File: src/rtl/aai_pkg.sv
package aai_pkg;
   typedef enum logic [2:0] {
      ACT_NONE = 3'd0,
      ACT_WREN = 3'd1,
      ACT_WRDI = 3'd2,
      ACT_BYTE = 3'd3,
      ACT_SEQ  = 3'd4,
      ACT_NEXT = 3'd5
   } act_t;
endpackage

File: src/rtl/aai_busy_timer.sv
module aai_busy_timer #(
   parameter int BUSY_CYC = 4
) (
   input  logic clk,
   input  logic rst_n,
   input  logic start,
   output logic busy,
   output logic done
);
   localparam int CW = (BUSY_CYC > 1) ? $clog2(BUSY_CYC) : 1;

   if (BUSY_CYC < 1) begin : g_bad_cyc
      $error("BUSY_CYC must be at least 1");
   end

   always_ff @(posedge clk or negedge rst_n) begin
      if (!rst_n)     busy <= 1'b0;
      else if (start) busy <= 1'b1;
      else if (done)  busy <= 1'b0;
   end

   if (BUSY_CYC == 1) begin : g_one
      assign done = busy;
   end else begin : g_cnt
      logic [CW-1:0] cnt;
      always_ff @(posedge clk or negedge rst_n) begin
         if (!rst_n)           cnt <= '0;
         else if (start)       cnt <= CW'(BUSY_CYC - 1);
         else if (busy && cnt != '0) cnt <= cnt - 1'b1;
      end
      assign done = busy && (cnt == '0);

      assert_cnt_range_R7: assert property (@(posedge clk) disable iff (!rst_n)
         int'(cnt) <= BUSY_CYC - 1);
      assert_idle_cnt_R7: assert property (@(posedge clk) disable iff (!rst_n)
         !busy |-> cnt == '0);
   end

   assert_no_restart_R9: assert property (@(posedge clk) disable iff (!rst_n)
      busy && !done |-> !start);
endmodule

File: src/rtl/aai_addr_track.sv
module aai_addr_track #(
   parameter int ADDR_W = 20
) (
   input  logic              clk,
   input  logic              rst_n,
   input  logic              load,
   input  logic [ADDR_W-1:0] load_addr,
   output logic [ADDR_W-1:0] nxt,
   output logic              at_top
);
   localparam logic [ADDR_W-1:0] TOP = {ADDR_W{1'b1}};

   if (ADDR_W < 2) begin : g_bad_w
      $error("ADDR_W must be at least 2");
   end

   logic [ADDR_W-1:0] last;

   always_ff @(posedge clk or negedge rst_n) begin
      if (!rst_n)    last <= '0;
      else if (load) last <= load_addr;
   end

   assign nxt    = last + 1'b1;
   assign at_top = (last == TOP);
endmodule

File: src/rtl/aai_prog_seq.sv
module aai_prog_seq
   import aai_pkg::*;
#(
   parameter int ADDR_W   = 20,
   parameter int BUSY_CYC = 8
) (
   input  logic              clk,
   input  logic              rst_n,
   input  logic              st_wren,
   input  logic              st_wrdi,
   input  logic              st_byte,
   input  logic              st_seq,
   input  logic              st_next,
   input  logic [ADDR_W-1:0] cmd_addr,
   input  logic [7:0]        cmd_data,
   output logic [ADDR_W-1:0] chk_addr,
   input  logic              chk_protected,
   output logic              wr_req,
   output logic [ADDR_W-1:0] wr_addr,
   output logic [7:0]        wr_data,
   output logic              busy,
   output logic              wel,
   output logic              seq_mode
);
   act_t              act;
   logic              done;
   logic [ADDR_W-1:0] nxt;
   logic              at_top;
   logic              fire_byte, fire_seq, fire_next, fire;
   logic              run_end;

   // decode, busy discards everything
   always_comb begin
      act = ACT_NONE;
      if (!busy) begin
         if (st_wrdi)      act = ACT_WRDI;
         else if (st_wren) act = ACT_WREN;
         else if (st_byte) act = ACT_BYTE;
         else if (st_seq)  act = ACT_SEQ;
         else if (st_next) act = ACT_NEXT;
      end
   end

   assign chk_addr  = (act == ACT_BYTE || act == ACT_SEQ) ? cmd_addr : nxt;
   assign fire_byte = (act == ACT_BYTE) && wel && !seq_mode && !chk_protected;
   assign fire_seq  = (act == ACT_SEQ)  && wel && !seq_mode && !chk_protected;
   assign fire_next = (act == ACT_NEXT) && seq_mode && !chk_protected;
   assign fire      = fire_byte || fire_seq || fire_next;
   assign run_end   = done && seq_mode && (at_top || chk_protected);

   aai_busy_timer #(.BUSY_CYC(BUSY_CYC)) u_timer (
      .clk(clk), .rst_n(rst_n), .start(fire), .busy(busy), .done(done));

   aai_addr_track #(.ADDR_W(ADDR_W)) u_track (
      .clk(clk), .rst_n(rst_n), .load(fire),
      .load_addr(fire_next ? nxt : cmd_addr),
      .nxt(nxt), .at_top(at_top));

   always_ff @(posedge clk or negedge rst_n) begin
      if (!rst_n) begin
         wr_req  <= 1'b0;
         wr_addr <= '0;
         wr_data <= '0;
      end else begin
         wr_req <= fire;
         if (fire) begin
            wr_addr <= fire_next ? nxt : cmd_addr;
            wr_data <= cmd_data;
         end
      end
   end

   always_ff @(posedge clk or negedge rst_n) begin
      if (!rst_n) begin
         wel      <= 1'b0;
         seq_mode <= 1'b0;
      end else begin
         if (act == ACT_WREN) wel <= 1'b1;
         if (act == ACT_WRDI) begin
            wel      <= 1'b0;
            seq_mode <= 1'b0;
         end
         if (fire_seq) seq_mode <= 1'b1;
         if (done && !seq_mode) wel <= 1'b0;
         if (run_end) begin
            wel      <= 1'b0;
            seq_mode <= 1'b0;
         end
      end
   end

   assert_req_in_busy_R7: assert property (@(posedge clk) disable iff (!rst_n)
      wr_req |-> busy);
   assert_req_pulse_R7: assert property (@(posedge clk) disable iff (!rst_n)
      wr_req |=> !wr_req);
   assert_start_has_req_R7: assert property (@(posedge clk) disable iff (!rst_n)
      $rose(busy) |-> wr_req);
   assert_write_needs_wel_R1: assert property (@(posedge clk) disable iff (!rst_n)
      wr_req |-> wel);
   assert_mode_needs_wel_R2: assert property (@(posedge clk) disable iff (!rst_n)
      seq_mode |-> wel);
   assert_wrdi_clears_R4: assert property (@(posedge clk) disable iff (!rst_n)
      (st_wrdi && !busy) |=> (!wel && !seq_mode));
   assert_wren_sets_R8: assert property (@(posedge clk) disable iff (!rst_n)
      (st_wren && !st_wrdi && !busy) |=> wel);
   assert_busy_holds_state_R9: assert property (@(posedge clk) disable iff (!rst_n)
      (busy && $past(busy) && !$fell(busy)) |-> ($stable(wel) && $stable(seq_mode)));
endmodule

File: config.mk
export PLATFORM = sky130hd
export DESIGN_NAME = aai_prog_seq
export DESIGN_NICKNAME = d
export VERILOG_FILES = /design/src/rtl/aai_pkg.sv /design/src/rtl/aai_busy_timer.sv /design/src/rtl/aai_addr_track.sv /design/src/rtl/aai_prog_seq.sv
export SDC_FILE = /design/constraint.sdc
export NUM_CORES = 1
export LEC_CHECK = 0
export CAP_MARGIN = 15
export CORE_ASPECT_RATIO = 1.75
export CORE_UTILIZATION = 51
export DETAILED_ROUTE_END_ITERATION = 10
export DONT_BUFFER_PORTS = 1
export PLACE_DENSITY = 0.75
export SLEW_MARGIN = 20
export SYNTH_ARGS = -nofsm -noshare
export SYNTH_HDL_FRONTEND = slang
export SYNTH_SLANG_ARGS = --single-unit
File: constraint.sdc
create_clock -name clk -period 2.45 [get_ports clk]
set_input_delay 0.245 -clock clk [delete_from_list [all_inputs] [get_ports clk]]
set_output_delay 0.245 -clock clk [all_outputs]
set_load 0.01 [all_outputs]
==> impl_metrics.json <==
{
  "outcome": "finished clean",
  "start_kind": "register",
  "setup_viol": 0,
  "design.core.area_um2": 4710,
  "post-cts-setup-buffers": 0,
  "wl_mm": 6.85,
  "worstPathCellList": "nand4_1 -> or3_1 -> or3_1 -> a31oi_1 -> buf_4",
  "whs_ns": 0.0585,
  "synth_area_leaders": "dfrtp_1 35%, nor2_1 4.6%, a21oi_1 4.6%",
  "cts_root_buf": "clkbuf_8",
  "yosysSeqAreaShare_pct": 34.9,
  "yosysUniqueCellTypes": 57,
  "power.density_nw_per_um2": 1170,
  "min_period_ns": 2.34,
  "yosysTopAreaCell": "dfrtp_1",
  "rsz0062_at_grt": "no",
  "crit_buf_inv": 1,
  "areaGrowthSynthToFinish_pct": 12.8,
  "first_iter_violations": 60,
  "insertion_delay_ns": 0.30,
  "grt_pass1_wl_mm": 10.4,
  "route.detailed.drc": 0,
  "synthFlopType": "dfrtp_1",
  "clock_path_buffers": 2,
  "wl_per_cell_um": 18.6,
  "path_delay_family": "simple AND/OR/NAND/NOR gates",
  "drtAntennaViolNets": 0,
  "die-height_um": 94.9,
  "antenna_found_initial": 0,
  "gp_congestion": 0.867,
  "ys_ff_latch": 35,
  "layout-drive-gt1-share_pct": 20.9,
  "hold_violations": 0,
  "ir_drop_mv": 0.848,
  "port_buffers": 0,
  "critPathArrivalTime_ns": 2.09,
  "clock-sinks": 35,
  "via_per_inst": 6.52,
  "async_flop_share_pct": 100,
  "syn_area_um2": 2510,
  "cap_violations": 0,
  "fin_tns_setup_ns": 0,
  "maxSlewHeadroom_pct": 50.1,
  "vias": 2400,
  "critPathSlowestCell": "dfrtp_1",
  "rows": 33,
  "synth_enable_flop_cells": 0,
  "die_width_um": 55.1,
  "fin_skew_ns": 0.0100,
  "num_io_pins": 88,
  "track_usage_pct": 27.6,
  "mostFrequentLayoutCell": "buf_4",
  "layout_common_cells": "33 x buf_4, 32 x dfrtp_1, 31 x nor2_1",
  "cts_max_level": 2,
  "max_freq_mhz": 428,
  "clk_pin_slew_ns": 0.08,
  "critical_path_required_ns": 2.20,
  "hold_path_class": "primary input to register",
  "path_max_fanout": 7,
  "critPathKind": "register to primary output",
  "worst_path_most_repeated_cell": "or3_1",
  "antenna_cells": 0,
  "dr.pass1.iters": 4,
  "grt_max_degree": 39,
  "syn_avg_cell_area_um2": 8.60,
  "cts_buffers": 5,
  "yosys_warnings": 0,
  "synth_nets": 331,
  "dp_hpwl_mm": 5.08,
  "netlist_instances": 292,
  "worstMarginPinSlew_ns": 0.749,
  "layout.nets": 354,
  "grt_overflow": 0,
  "power_leakage_nw": 1.12,
  "cp_slowest_stage_delay_ns": 0.51,
  "start_util_pct": 53.4,
  "cts_tree": "yes",
  "maxSlewViolCount": 0,
  "synth_top_cell_area_share_pct": 34.9,
  "grt_pass1_vias": 2284,
  "die_area_um2": 5220,
  "critPathCaptureType": "primary output",
  "period_share_pct": 95.4
}
[timing repair]
item / 4_1_cts / 5_1_grt
setup endpoints to repair: 0 / 4
hold buffers: 2 / 0
resized for setup: 0 / 4
hold endpoints to repair: 35 / 0
[sequential cells by signal (all words and copies together), names as in the netlist]
name and cells:
seq_mode 1, wr_addr 20, wr_data 8, wr_req 1
u_timer.g_cnt.cnt 3, u_timer.busy 1, wel 1
[cell usage after synthesis (2+ instances only)]
| library cell | count |
|---|---|
| nor4_1 | 3 |
| a2bb2oi_1 | 2 |
| o21ai_0 | 12 |
| nand4_1 | 7 |
| a211oi_1 | 6 |
| buf_2 | 6 |
| and4_1 | 5 |
| xnor2_1 | 11 |
| a32oi_1 | 2 |
| mux2_2 | 9 |
| buf_1 | 2 |
| o211ai_1 | 8 |
| or3_1 | 5 |
| and3_1 | 4 |
| a31oi_1 | 7 |
| nand2_1 | 26 |
| nor2_1 | 31 |
| a21oi_1 | 23 |
| xor2_1 | 5 |
| ha_1 | 3 |
| buf_6 | 4 |
| o311ai_0 | 3 |
| buf_4 | 3 |
| nand3_1 | 16 |
| inv_1 | 8 |
| or4_1 | 4 |
| nand2b_1 | 2 |
| clkbuf_1 | 3 |
| dfrtp_1 | 35 |
| o22ai_1 | 3 |
| nor3_1 | 7 |
| nand4bb_1 | 2 |
[per-stage QoR]
step                      power (mW)  instances  utilization (%)  instance area [µm²]  worst slack (ns)
after floorplan                 2.34        292                -                 2510             0.322
after global placement          2.82        358             57.4                 2700             0.438
after detailed placement        2.85        358             57.4                 2700             0.395
after CTS                       3.32        368             60.1                 2830            0.0685
after global routing            3.56        368             60.2                 2830            0.0278
final                           3.32        368             60.2                 2830             0.114
[per-layer routing]
layer,vias up,global-route usage [%],share of wire [%]
li1,1132,-,-
met1,1142,29.1,36
met2,114,48.0,54
met3,12,7.73,8.2
met4,0,12.7,2.2
met5,-,0,0
[worst paths after layout]
kind                                       from  cells after the start                    to  slack, ns
hold reg to reg            u_timer.g_cnt.cnt[1]                      2  u_timer.g_cnt.cnt[1]       0.52
min in group asynchronous                 rst_n                      2           wr_addr[18]       0.39
setup reg to reg                     wr_addr[1]                      5           wr_addr[18]       0.44
setup / recovery                    wr_addr[13]                      5          chk_addr[19]       0.11
hold / removal                     cmd_addr[18]                      2           wr_addr[18]       0.06
max in group asynchronous                 rst_n                      2            wr_addr[2]       1.84
[where the power goes]
group | switching (mW) | internal, mW | total (mW)
combinational | 0.829 | 0.725 | 1.55
sequential | 0.464 | 0.858 | 1.32
clock | 0.238 | 0.203 | 0.441
total | 1.53 | 1.79 | 3.32
[area by class of cell]
| type | count | area (µm²) |
|---|---|---|
| flip-flops and latches | 35 | 880 |
| clock inverters | 3 | 25.0 |
| fillers | 444 | 1870 |
| inverters | 9 | 33.8 |
| well taps | 52 | 65.1 |
| multi-input cells | 229 | 1480 |
| repair buffers | 35 | 278 |
| clock buffers | 5 | 68.8 |
[kinds of logic (layout without fill, tap and decap cells)]
kind of cell | after synthesis | count (layout) | synth area share, %
xor gates and xnor gates | 16 | 16 | 5.58
DFF | 35 | 35 | 34.9
buffers and inverters | 28 | 52 | 6.17
AOI/OAI and AO/OA | 78 | 78 | 20.6
muxes | 10 | 10 | 4.43
adders and majority gates | 3 | 3 | 1.49
and+or+nand+nor | 122 | 122 | 26.9
No activity file was read; power rests on OpenSTA's default activity.
